File: config.mk
export PLATFORM = sky130hd
export DESIGN_NAME = setbit_compactor
export DESIGN_NICKNAME = d
export VERILOG_FILES = /design/src/rtl/sbc_pkg.sv /design/src/rtl/sbc_capture.sv /design/src/rtl/sbc_rank.sv /design/src/rtl/sbc_pack.sv /design/src/rtl/sbc_result.sv /design/src/rtl/setbit_compactor.sv
export SDC_FILE = /design/constraint.sdc
export NUM_CORES = 1
export LEC_CHECK = 0
export BUFFER_PORTS_ARGS = -buffer_cell sky130_fd_sc_hd__buf_4
export CORE_MARGIN = 4
export CORE_UTILIZATION = 40
export DETAILED_ROUTE_END_ITERATION = 6
export HOLD_SLACK_MARGIN = 0.15
export PLACE_DENSITY = 0.59
export REMOVE_ABC_BUFFERS = 1
export SYNTH_ARGS = -nofsm -noshare
export SYNTH_HDL_FRONTEND = slang
export SYNTH_SLANG_ARGS = --single-unit
File: constraint.sdc
create_clock -name clk -period 9.5 [get_ports clk]
set_clock_uncertainty 0.15 [all_clocks]
set_input_delay 1.9 -clock clk [delete_from_list [all_inputs] [get_ports clk]]
set_output_delay 1.9 -clock clk [all_outputs]
set_load 0.005 [all_outputs]
File: src/rtl/sbc_pkg.sv
// Package sbc_pkg
// Shared defaults for the set-bit index compactor.
// Assumes: every module derives its widths from SBC_IN_W.
package sbc_pkg;
    // Default input word width.
    localparam int SBC_IN_W = 16;

    // Bits needed to hold a position index inside a word of width n.
    function automatic int sbc_idx_w(input int n);
        return (n > 1) ? $clog2(n) : 1;
    endfunction

    // Bits needed to hold a set-bit count from 0 to n.
    function automatic int sbc_cnt_w(input int n);
        return $clog2(n + 1);
    endfunction
endpackage

File: src/rtl/sbc_capture.sv
// Module sbc_capture
// First pipeline stage. It registers the input word and its valid flag.
// Assumes: synchronous active-low reset. The word is captured every cycle.
module sbc_capture #(
    parameter int IN_W = sbc_pkg::SBC_IN_W
) (
    input  logic            clk,
    input  logic            rst_n,
    input  logic            valid_in,
    input  logic [IN_W-1:0] word_in,
    output logic            valid_q,
    output logic [IN_W-1:0] word_q
);
    // Capture the word and the flag, or clear both in reset.
    always_ff @(posedge clk) begin
        if (!rst_n) begin
            word_q  <= '0;
            valid_q <= 1'b0;
        end else begin
            word_q  <= word_in;
            valid_q <= valid_in;
        end
    end
endmodule

File: src/rtl/sbc_rank.sv
// Module sbc_rank
// Combinational prefix counter. Output rank[i] is the number of set bits
// below position i, which is also the field that bit i writes when it is set.
// rank[IN_W] is the total population count.
// Assumes: the input is stable within a cycle. There is no state.
module sbc_rank #(
    parameter int IN_W  = sbc_pkg::SBC_IN_W,
    localparam int CNT_W = sbc_pkg::sbc_cnt_w(IN_W)
) (
    input  logic [IN_W-1:0]  word,
    output logic [CNT_W-1:0] rank [IN_W+1],
    output logic [CNT_W-1:0] total
);
    // Ripple the prefix sum from bit 0 upward.
    always_comb begin
        rank[0] = '0;
        for (int i = 0; i < IN_W; i++) begin
            rank[i+1] = rank[i] + CNT_W'(word[i]);
        end
    end

    // The full sum is the number of set bits.
    assign total = rank[IN_W];
endmodule

File: src/rtl/sbc_pack.sv
// Module sbc_pack
// Combinational packer. Field s receives index i when bit i is set and its
// rank equals s. At most one bit matches a field, so the matches are ORed.
// Fields with no match stay zero.
// Assumes: the rank vector comes from sbc_rank on the same word.
module sbc_pack #(
    parameter int IN_W   = sbc_pkg::SBC_IN_W,
    localparam int IDX_W = sbc_pkg::sbc_idx_w(IN_W),
    localparam int CNT_W = sbc_pkg::sbc_cnt_w(IN_W),
    localparam int OUT_W = IN_W * IDX_W
) (
    input  logic [IN_W-1:0]  word,
    input  logic [CNT_W-1:0] rank [IN_W+1],
    output logic [OUT_W-1:0] packed_word
);
    genvar s;
    generate
        for (s = 0; s < IN_W; s++) begin : g_field
            logic [IDX_W-1:0] field;
            // OR together the index of every bit that targets field s.
            always_comb begin
                field = '0;
                for (int i = 0; i < IN_W; i++) begin
                    if (word[i] && (rank[i] == CNT_W'(s))) begin
                        field = field | IDX_W'(i);
                    end
                end
            end
            assign packed_word[s*IDX_W +: IDX_W] = field;
        end
    endgenerate
endmodule

File: src/rtl/sbc_result.sv
// Module sbc_result
// Second pipeline stage. It registers the packed list, the count and the
// valid flag together so that all three leave the block aligned.
// Assumes: synchronous active-low reset.
module sbc_result #(
    parameter int IN_W   = sbc_pkg::SBC_IN_W,
    localparam int IDX_W = sbc_pkg::sbc_idx_w(IN_W),
    localparam int CNT_W = sbc_pkg::sbc_cnt_w(IN_W),
    localparam int OUT_W = IN_W * IDX_W
) (
    input  logic             clk,
    input  logic             rst_n,
    input  logic             valid_d,
    input  logic [OUT_W-1:0] packed_d,
    input  logic [CNT_W-1:0] count_d,
    output logic             valid_q,
    output logic [OUT_W-1:0] packed_q,
    output logic [CNT_W-1:0] count_q
);
    // Load the result set, or clear it in reset.
    always_ff @(posedge clk) begin
        if (!rst_n) begin
            packed_q <= '0;
            count_q  <= '0;
            valid_q  <= 1'b0;
        end else begin
            packed_q <= packed_d;
            count_q  <= count_d;
            valid_q  <= valid_d;
        end
    end

    // a reset edge leaves the result stage empty.
    assert_reset_clears_R6: assert property (@(posedge clk)
        !rst_n |=> (packed_q == '0) && (count_q == '0) && !valid_q);

    // the count never goes above the word width.
    assert_count_range_R4: assert property (@(posedge clk) disable iff (!rst_n)
        count_q <= CNT_W'(IN_W));
endmodule

File: src/rtl/setbit_compactor.sv
// Module setbit_compactor
// Top level. Stage 1 captures the word, the rank and pack logic compacts
// the set-bit positions, and stage 2 registers the list, the count and the
// valid flag. Latency is two rising edges.
// Assumes: synchronous active-low reset. The datapath runs whatever valid_in is.
module setbit_compactor #(
    parameter int IN_W   = sbc_pkg::SBC_IN_W,
    localparam int IDX_W = sbc_pkg::sbc_idx_w(IN_W),
    localparam int CNT_W = sbc_pkg::sbc_cnt_w(IN_W),
    localparam int OUT_W = IN_W * IDX_W
) (
    input  logic             clk,
    input  logic             rst_n,
    input  logic             valid_in,
    input  logic [IN_W-1:0]  data_in,
    output logic             valid_out,
    output logic [OUT_W-1:0] data_out,
    output logic [CNT_W-1:0] count_out
);
    logic             s1_valid;
    logic [IN_W-1:0]  s1_word;
    logic [CNT_W-1:0] s1_rank [IN_W+1];
    logic [CNT_W-1:0] s1_total;
    logic [OUT_W-1:0] s1_packed;

    sbc_capture #(.IN_W(IN_W)) u_capture (
        .clk      (clk),
        .rst_n    (rst_n),
        .valid_in (valid_in),
        .word_in  (data_in),
        .valid_q  (s1_valid),
        .word_q   (s1_word)
    );

    sbc_rank #(.IN_W(IN_W)) u_rank (
        .word  (s1_word),
        .rank  (s1_rank),
        .total (s1_total)
    );

    sbc_pack #(.IN_W(IN_W)) u_pack (
        .word        (s1_word),
        .rank        (s1_rank),
        .packed_word (s1_packed)
    );

    sbc_result #(.IN_W(IN_W)) u_result (
        .clk      (clk),
        .rst_n    (rst_n),
        .valid_d  (s1_valid),
        .packed_d (s1_packed),
        .count_d  (s1_total),
        .valid_q  (valid_out),
        .packed_q (data_out),
        .count_q  (count_out)
    );

    // Edges since reset release, saturating at 2. Used only by the checks below.
    logic [1:0] warm;
    always_ff @(posedge clk) begin
        if (!rst_n)           warm <= 2'd0;
        else if (warm != 2'd2) warm <= warm + 2'd1;
    end

    // the flag comes out two edges after it went in.
    assert_valid_delay_R5: assert property (@(posedge clk) disable iff (!rst_n)
        (warm == 2'd2) |-> (valid_out == $past(valid_in, 2)));

    // the count matches the population of the word taken two edges earlier.
    assert_count_latency_R1: assert property (@(posedge clk) disable iff (!rst_n)
        (warm == 2'd2) |-> (count_out == CNT_W'($countones($past(data_in, 2)))));

    genvar f;
    generate
        for (f = 0; f < IN_W; f++) begin : g_chk
            // fields at or past the count read zero.
            assert_empty_field_R3: assert property (@(posedge clk) disable iff (!rst_n)
                (CNT_W'(f) >= count_out) |-> (data_out[f*IDX_W +: IDX_W] == '0));
            if (f < IN_W - 1) begin : g_order
                // filled fields hold strictly ascending positions.
                assert_ascending_R2: assert property (@(posedge clk) disable iff (!rst_n)
                    (CNT_W'(f + 1) < count_out) |->
                    (data_out[(f+1)*IDX_W +: IDX_W] > data_out[f*IDX_W +: IDX_W]));
            end
        end
    endgenerate
endmodule

-- After elaboration in Yosys (flattened, before gate mapping)
Index checks and enable logic that the tools add are counted.
- output and inout port bits: 70
- RAM bits: 0
- bits in read-only memories: 0
- bits in registers: 87
- memories kept: 0
- latch bits: 0
- input bits: 19
- word-level logic and storage cells: 697
- divide/modulo/power cells: 0
- multiply operators: 0
- multiplexer cells: 226
- bitwise gates (word level): 0
- eq/ne operators: 210
- $add $sub $neg: 15
- magnitude comparators: 0
- reductions and logical operators: 241
- shift-type cells: 0
- operators by type and width (kind ; number):
    == test 5 x 4 -> 1 bit, second input constant ; 104
    two-way mux 4 bit ; 128
    == test 5 x 3 -> 1 bit, second input constant ; 52
    logical AND 1 bit ; 226
    two-way mux 3 bit ; 64
    == test 5 x 2 -> 1 bit, second input constant ; 26
    zero test 5 bit ; 15
    adder 5 x 1 -> 5 bit ; 14
    == test 5 x 1 -> 1 bit, second input constant ; 13
    two-way mux 2 bit ; 32
    == test 2 x 4 -> 1 bit, second input constant ; 8
    == test 2 x 3 -> 1 bit, second input constant ; 4
    == test 2 bit, second input constant ; 2
    adder 1 x 1 -> 2 bit ; 1
    == test 2 x 1 -> 1 bit, second input constant ; 1
    two-way mux 1 bit ; 2

-- Longest topological paths before layout
Gate-level depths: netlist (run 1).
- depth in word-level cells: 17
- depth in mapped cells: 23
- depth with buffers taken out: 21

-- Cells and area by module
Synthesis (run 1) repeated with hierarchy kept, for this count alone.
- cells, all modules: 859
- area, all modules: 6905.4 um^2
- modules (own cells, without submodules) (module ; area an instance (um^2) ; instances ; cells each):
    sbc_pack ; 2881.5 ; 1 ; 492
    sbc_result ; 1928.1 ; 1 ; 147
    sbc_rank ; 1621.6 ; 1 ; 185
    sbc_capture ; 474.2 ; 1 ; 35

-- Worst setup path before layout (run 1)
Ideal clock, no wire load.
- kind: register to register
- start point: register u_capture.word_q[2]
- end point: register u_result.packed_q[35]
- cell stages (with the launch flop): 22
- path buffers: 1
- arrival: 6.835 ns
- setup time: 0.125 ns
- data required time: 9.225 ns
- path slack: 2.390 ns
- clock period less this slack: 7.110 ns
- cells stage by stage: dfxtp_1 fa_1 ha_1 ha_1 ha_1 ha_1 ha_1 ha_1 ha_1 ha_1 ha_1 ha_1 ha_1 ha_1 ha_1 o21ai_0 a21oi_1 a21oi_2 xnor2_2 buf_4 o22ai_1 o41a_1
- word-level cells in the longest chain between the ends: 16
- RTL lines (item ; line ; RTL):
    start: declaration ; sbc_capture.sv:12 ; output logic [IN_W-1:0] word_q
    start signal: assignment ; sbc_capture.sv:20 ; word_q <= word_in;
    adder 5 x 1 -> 5 bit (*) (6 in series) ; sbc_rank.sv:18 ; rank[i+1] = rank[i] + CNT_W'(word[i]);
    adder 5 x 1 -> 5 bit / == test 5 x 4 -> 1 bit (equally long branches) ; sbc_rank.sv:18, sbc_pack.sv:24 ;
    adder 5 x 1 -> 5 bit, or another cell as far along (6 in series) ; sbc_rank.sv:18 ;
    == test 5 x 4 -> 1 bit, or another cell as far along ; sbc_pack.sv:24 ; if (word[i] && (rank[i] == CNT_W'(s))) begin
    logical AND 1 bit / two-way mux 4 bit (equally long branches) ; sbc_pack.sv:24 ;
    two-way mux 4 bit (*) ; sbc_pack.sv:24 ;
    end signal: assignment ; sbc_result.sv:27 ; packed_q <= packed_d;
    end: declaration ; sbc_result.sv:17 ; output logic [OUT_W-1:0] packed_q,
Every way passes the cells marked *; elsewhere a longest branch is shown, timed or not.
A chain may end at the register's enable or synchronous reset.

-- Worst setup path in the final report (run 1)
- start point: register u_capture.word_q[2]
- end point: register u_result.packed_q[15]
- word-level cells in the longest chain between the ends: 16
- RTL lines (item ; line):
    adder 5 x 1 -> 5 bit (*) (6 in series) ; sbc_rank.sv:18
    adder 5 x 1 -> 5 bit / == test 5 x 2 -> 1 bit (equally long branches) ; sbc_rank.sv:18, sbc_pack.sv:24
    adder 5 x 1 -> 5 bit, or another cell as far along (6 in series) ; sbc_rank.sv:18
    == test 5 x 2 -> 1 bit, or another cell as far along ; sbc_pack.sv:24
    logical AND 1 bit / two-way mux 4 bit (equally long branches) ; sbc_pack.sv:24
    two-way mux 4 bit (*) ; sbc_pack.sv:24
Marks and branches as above.

==> results.sh, run 1 <==
export IMPL_hold_viol=0
export IMPL_path_cells="fa_1, ha_1, ha_1, ha_1, ha_1, ha_1, ha_1, ha_1, ha_1, ha_1, ha_1, xor2_1, nand3_1, xor3_2, xor2_4, nand3_1, xnor2_1, a31oi_1, a41oi_1"
export IMPL_grt_pass1_vias=6960
export IMPL_crit_family="adder cells"
export IMPL_h_tree_depth=3
export IMPL_cp_end_kind="register"
export IMPL_fin_hold_ws_ps=293
export IMPL_cp_num_buf_inv=0
export IMPL_clock_sinks=87
export IMPL_rrSetupSlack_ps=600
export IMPL_n_fill_cell=1737
export IMPL_synth_common_cells="nand2_1, dfxtp_1, nor2_1, nand3_1, a21oi_1"
export IMPL_seqPwrFrac_pct=23.3
export IMPL_rsz0062_at_grt="false"
export IMPL_dp_cells=1157
export IMPL_power_density_nw_per_um2=242
export IMPL_drv_slew=0
export IMPL_die_h_um=141
export IMPL_start_util_pct=41.0
export IMPL_cap_violations=0
export IMPL_fin_ws_ps=604
export IMPL_synth_top_area_share_pct=24.5
export IMPL_critPathKind="register to register"
export IMPL_overflow=0
export IMPL_syn_area_um2=7120
export IMPL_place_ws_ps=890
export IMPL_holdBufCountCts=0
export IMPL_multi_input_area_um2=5170
export IMPL_drc=0
export IMPL_worst_slew_pin_slew_ps=1360
export IMPL_critical_path_max_stage_delay_ps=1120
export IMPL_period_minus_slack_ps=8900
export IMPL_syn_to_final_growth_pct=15.6
export IMPL_yosys_warnings=0
export IMPL_clkPwrFrac_pct=18.3
export IMPL_vias_per_cell=6.56
export IMPL_comb_power_share_pct=58.4
export IMPL_final_cells=1173
export IMPL_synth_top_area_cell="dfxtp_1"
export IMPL_io_buffers=88
export IMPL_synth_edf_count=0
export IMPL_gp_congestion=1.03
export IMPL_hp_class="register to register"
export IMPL_synth_ff_type="dfxtp_1"
export IMPL_nets=993
export IMPL_ant_nets=0
export IMPL_relSlewSlack_pct=8.91
export IMPL_p_sw_mw=0.968
export IMPL_first_pass_iters=6
export IMPL_crit_path_top_delay_cell="xnor2_1"
export IMPL_reg2reg_from="u_capture.word_q[2]"
export IMPL_grtUsageMet3_pct=6.64
export IMPL_crit_arrival_ps=9010
export IMPL_grt_use_met1_pct=42.9
export IMPL_synth_area_leaders="dfxtp_1, nand2_1, ha_1"
export IMPL_avgRoutedWirePerCell_um=26.3
export IMPL_ys_seq_elements=87
export IMPL_fmax_mhz=112
export IMPL_tns_ps=0
export IMPL_syn_inst=879
export IMPL_critPathLaunchType="register"
export IMPL_antenna_found_initial=0
export IMPL_status="finished, final reports clean"
export IMPL_crit_required_ps=9620
export IMPL_io_pins=89
export IMPL_dr_first_iter_drc_count=1175
export IMPL_clk_pin_slew_ps=80
export IMPL_cpMostUsedCell="ha_1"
export IMPL_dieArea_um2=20000
export IMPL_grt_pass1_wl_mm=45.1
export IMPL_register_area_um2=1740
export IMPL_grt_max_degree=57
export IMPL_p_int_mw=1.03
export IMPL_r2r_cells=19
export IMPL_clock_latency_ps=370
export IMPL_antenna_cells=0
export IMPL_yosysUniqueCellTypes=81
export IMPL_clock_root_buffer="clkbuf_16"
export IMPL_p_leak_nw=3.24
export IMPL_hpwl_mm=24.5
export IMPL_core_area_um2=17400
export IMPL_cts_buffers=9
export IMPL_ir_worst_vdd_mv=0.133
export IMPL_seq_area_frac_synth_pct=24.5
export IMPL_hp_start="u_capture.valid_q"
export IMPL_use_met2_pct=42.8
export IMPL_vias=7698
export IMPL_fin_crit_sh_pct=93.6
export IMPL_r2r_end="u_result.packed_q[15]"
export IMPL_wirelength_mm=30.9
export IMPL_layout_drive_gt1_share_pct=16.9
export IMPL_hold_depth=1
export IMPL_num_rows=48
export IMPL_synth_most_common_cell="nand2_1"
export IMPL_p_sw_share_pct=48.5
export IMPL_cts_repair_resized=0
export IMPL_ctsLongestPathBuffers=2
export IMPL_die_x_um=141
export IMPL_busiest_layer="met1"
export IMPL_crit_path_max_fanout=14
export IMPL_cts_tree="done"
export IMPL_grtUsageTotal_pct=30.2
export IMPL_synth_async_sr_flop_share_pct=0
export IMPL_crit_start="u_capture.word_q[2]"
export IMPL_holdPathEnd="u_result.valid_q"
export IMPL_postSynthAreaPerCell_um2=8.10
export IMPL_setup_viol=0
export IMPL_finalPower_mw=2.00
export IMPL_post_cts_buffers=0
[area by class of cell]
cell class / instances / share of cell area [%]
clock buffer: 9 / 2.74
inverter: 10 / 0.456
sequential: 87 / 21.2
timing repair buffer: 94 / 8.57
clock inverter: 7 / 0.851
tap: 225 / 3.42
multi-input combinational: 741 / 62.8
[worst max path at each step]
stage	endpoint	slack, ps	cells past startpoint
6_report	u_result.packed_q[15]	600	19
5_1_grt	u_result.packed_q[15]	200	19
4_1_cts	u_result.packed_q[3]	850	20
3_5_place_dp	u_result.packed_q[3]	890	20
3_3_place_gp	u_result.packed_q[58]	1060	20
2_1_floorplan	u_result.packed_q[3]	2020	20
[power by group through the flow]
stage	combinational (mW)	clock (mW)	sequential [mW]
4_1_cts	1.13	0.368	0.464
2_1_floorplan	0.709	0	0.473
3_3_place_gp	1.13	0	0.471
3_5_place_dp	1.12	0	0.470
6_report	1.17	0.365	0.464
5_1_grt	1.24	0.380	0.471
[logic make-up (layout without fill, tap and decap cells)]
family | after synthesis | count (layout) | share of synthesized area, %
AOI/OAI and AO/OA | 210 | 210 | 21.8
xor gates and xnor gates | 57 | 57 | 11.7
adders and majority gates | 31 | 31 | 5.55
buffers and inverters | 51 | 120 | 2.92
DFF | 87 | 87 | 24.5
muxes | 13 | 13 | 2.28
and+or+nand+nor | 430 | 430 | 31.4
[layer usage]
metal	part of all wire (%)	up-vias	wire length (um)
met4	5.9	0	1820
li1	-	3450	-
met1	42	3544	13100
met3	11	119	3510
met2	40	585	12500
met5	0	-	0
[through the flow]
| stage | util (%) | area [um2] |
|---|---|---|
| 2_1_floorplan | - | 6950 |
| 3_3_place_gp | 45.7 | 7940 |
| 3_5_place_dp | 45.7 | 7940 |
| 4_1_cts | 47.4 | 8230 |
| 5_1_grt | 47.4 | 8230 |
| 6_report | 47.4 | 8230 |
[flip-flops by register name, summed over array words and instances (netlist names)]
signal and count:
u_result.count_q 5, u_capture.valid_q 1, u_result.valid_q 1, u_result.packed_q 64, u_capture.word_q 16
[cell usage in the layout (no fill, tap or decap), types with 18 or more instances in the layout]
cell / synthesis / final
nand2_1: 110 / 110
dfxtp_1: 87 / 87
a21oi_1: 34 / 34
o31a_1: 18 / 18
nand4_1: 21 / 21
buf_4: 2 / 94
nor2_1: 66 / 66
ha_1: 30 / 30
nor3_1: 33 / 33
a31oi_1: 22 / 22
and2_1: 25 / 25
o21ai_0: 23 / 23
xnor2_1: 23 / 23
nand3_1: 53 / 53
Power figures use the tool's default switching activity.
==> inputs of run 2 (changes only) <==
Settings changed: CORE_UTILIZATION 40 to 50, PLACE_DENSITY 0.59 to 0.71, SYNTH_HIERARCHICAL set to 1.
==> results.sh, run 2 <==
export IMPL_yosys_warnings=6
export IMPL_drc=1
export IMPL_crit_arrival_ps=9290
export IMPL_die_x_um=125
export IMPL_grtUsageMet3_pct=11.5
export IMPL_grt_use_met1_pct=45.8
export IMPL_cts_repair_resized=0
export IMPL_syn_inst=854
export IMPL_rsz0062_at_grt="false"
export IMPL_fin_hold_ws_ps=291
export IMPL_rrSetupSlack_ps=360
export IMPL_first_pass_iters=7
export IMPL_post_cts_buffers=0
export IMPL_critPathKind="register to register"
export IMPL_syn_area_um2=6870
export IMPL_h_tree_depth=3
export IMPL_overflow=0
export IMPL_clock_root_buffer="clkbuf_16"
export IMPL_finalPower_mw=2.01
export IMPL_postSynthAreaPerCell_um2=8.04
export IMPL_crit_path_max_fanout=11
export IMPL_worst_slew_pin_slew_ps=1200
export IMPL_clk_pin_slew_ps=70
export IMPL_fin_crit_sh_pct=96.3
export IMPL_hp_class="register to register"
export IMPL_io_buffers=88
export IMPL_vias_per_cell=6.64
export IMPL_setup_viol=0
export IMPL_num_rows=42
export IMPL_violations="DRC"
export IMPL_start_util_pct=51.5
export IMPL_n_fill_cell=1238
export IMPL_busiest_layer="met2"
export IMPL_reg_largest_list="u_result/packed_q (64), u_capture/word_q (16), u_result/count_q (5)"
export IMPL_layout_drive_gt1_share_pct=20.7
export IMPL_final_common_cell="nor2_1"
export IMPL_holdBufCountCts=0
export IMPL_core_area_um2=13300
export IMPL_antenna_cells=0
export IMPL_tns_ps=0
export IMPL_ir_worst_vdd_mv=0.131
export IMPL_dp_cells=1105
export IMPL_cts_buffers=9
export IMPL_use_met2_pct=58.8
export IMPL_hpwl_mm=24.1
export IMPL_register_area_um2=1740
export IMPL_period_minus_slack_ps=9140
export IMPL_dieArea_um2=15700
export IMPL_syn_to_final_growth_pct=15.6
export IMPL_nets=990
export IMPL_top_register="u_result/packed_q"
export IMPL_cts_tree="done"
export IMPL_multi_input_area_um2=4880
export IMPL_status="finished with violations"
export IMPL_antenna_found_initial=2
export IMPL_die_h_um=125
export IMPL_critPathLaunchType="register"
export IMPL_place_ws_ps=639
export IMPL_dr_first_iter_drc_count=929
export IMPL_wirelength_mm=29.8
export IMPL_cap_violations=0
export IMPL_fmax_mhz=109
export IMPL_io_pins=89
export IMPL_largest_reg_flops=64
export IMPL_clock_latency_ps=360
export IMPL_fin_ws_ps=355
export IMPL_grtUsageTotal_pct=37.2
export IMPL_avgRoutedWirePerCell_um=26.6
export IMPL_gp_congestion=1.06
export IMPL_grt_max_degree=88
export IMPL_ant_nets=0
export IMPL_fin_area_um2=7940
export IMPL_cp_end_kind="register"
export IMPL_crit_required_ps=9640
export IMPL_power_density_nw_per_um2=253
export IMPL_placed_area_um2=7660
export IMPL_drv_slew=0
export IMPL_grt_pass1_vias=7012
export IMPL_final_core_util_pct=59.5
export IMPL_p_leak_nw=3.35
export IMPL_grt_pass1_wl_mm=43.8
export IMPL_ctsLongestPathBuffers=2
export IMPL_relSlewSlack_pct=18.9
export IMPL_final_cells=1121
export IMPL_clock_sinks=87
export IMPL_hold_viol=0
export IMPL_layout_common_cells="nor2_1, buf_4, dfxtp_1"
export IMPL_vias=7446
-- run 2: critical path: stages, from the launching register on --
cell	delay (ps)
dfxtp_1	480
fa_1	540
ha_1	400
ha_1	430
ha_1	260
ha_1	430
ha_1	540
ha_1	420
ha_1	450
ha_1	460
ha_1	540
ha_1	330
ha_1	510
ha_1	330
xnor3_1	540
nand3_1	140
xor2_1	180
xor3_1	350
or4b_1	740
o22ai_1	340
a311oi_1	130
o2111ai_1	190
and2_1	170
-- run 2: report_power, final --
part / leakage, nW / total [mW] / switching, mW / internal [mW]
logic: 2.51 / 1.21 / 0.766 / 0.439
registers: 0.711 / 0.463 / 0.0254 / 0.437
clock network: 0.131 / 0.345 / 0.164 / 0.181
-- run 2: final timing paths --
path                       start  cells past startpoint                    end
max          u_capture/word_q[1]                     22  u_result/packed_q[10]
min            u_capture/valid_q                      1       u_result/valid_q
max reg2reg  u_capture/word_q[1]                     22  u_result/packed_q[10]
min reg2reg    u_capture/valid_q                      1       u_result/valid_q
-- run 2: layout make-up --
| cell class | count | share of cell area (%) |
|---|---|---|
| Inverter | 15 | 0.709 |
| Sequential cell | 87 | 21.9 |
| Clock inverter | 6 | 0.662 |
| Tap cell | 176 | 2.77 |
| Timing Repair Buffer | 102 | 9.64 |
| Clock buffer | 10 | 2.88 |
| Multi-Input combinational cell | 725 | 61.4 |
-- run 2: routing by layer --
layer	vias to the layer above	share of wire, %
met2	578	44
met5	-	0.037
li1	3276	-
met3	138	13
met1	3452	37
met4	2	6.5
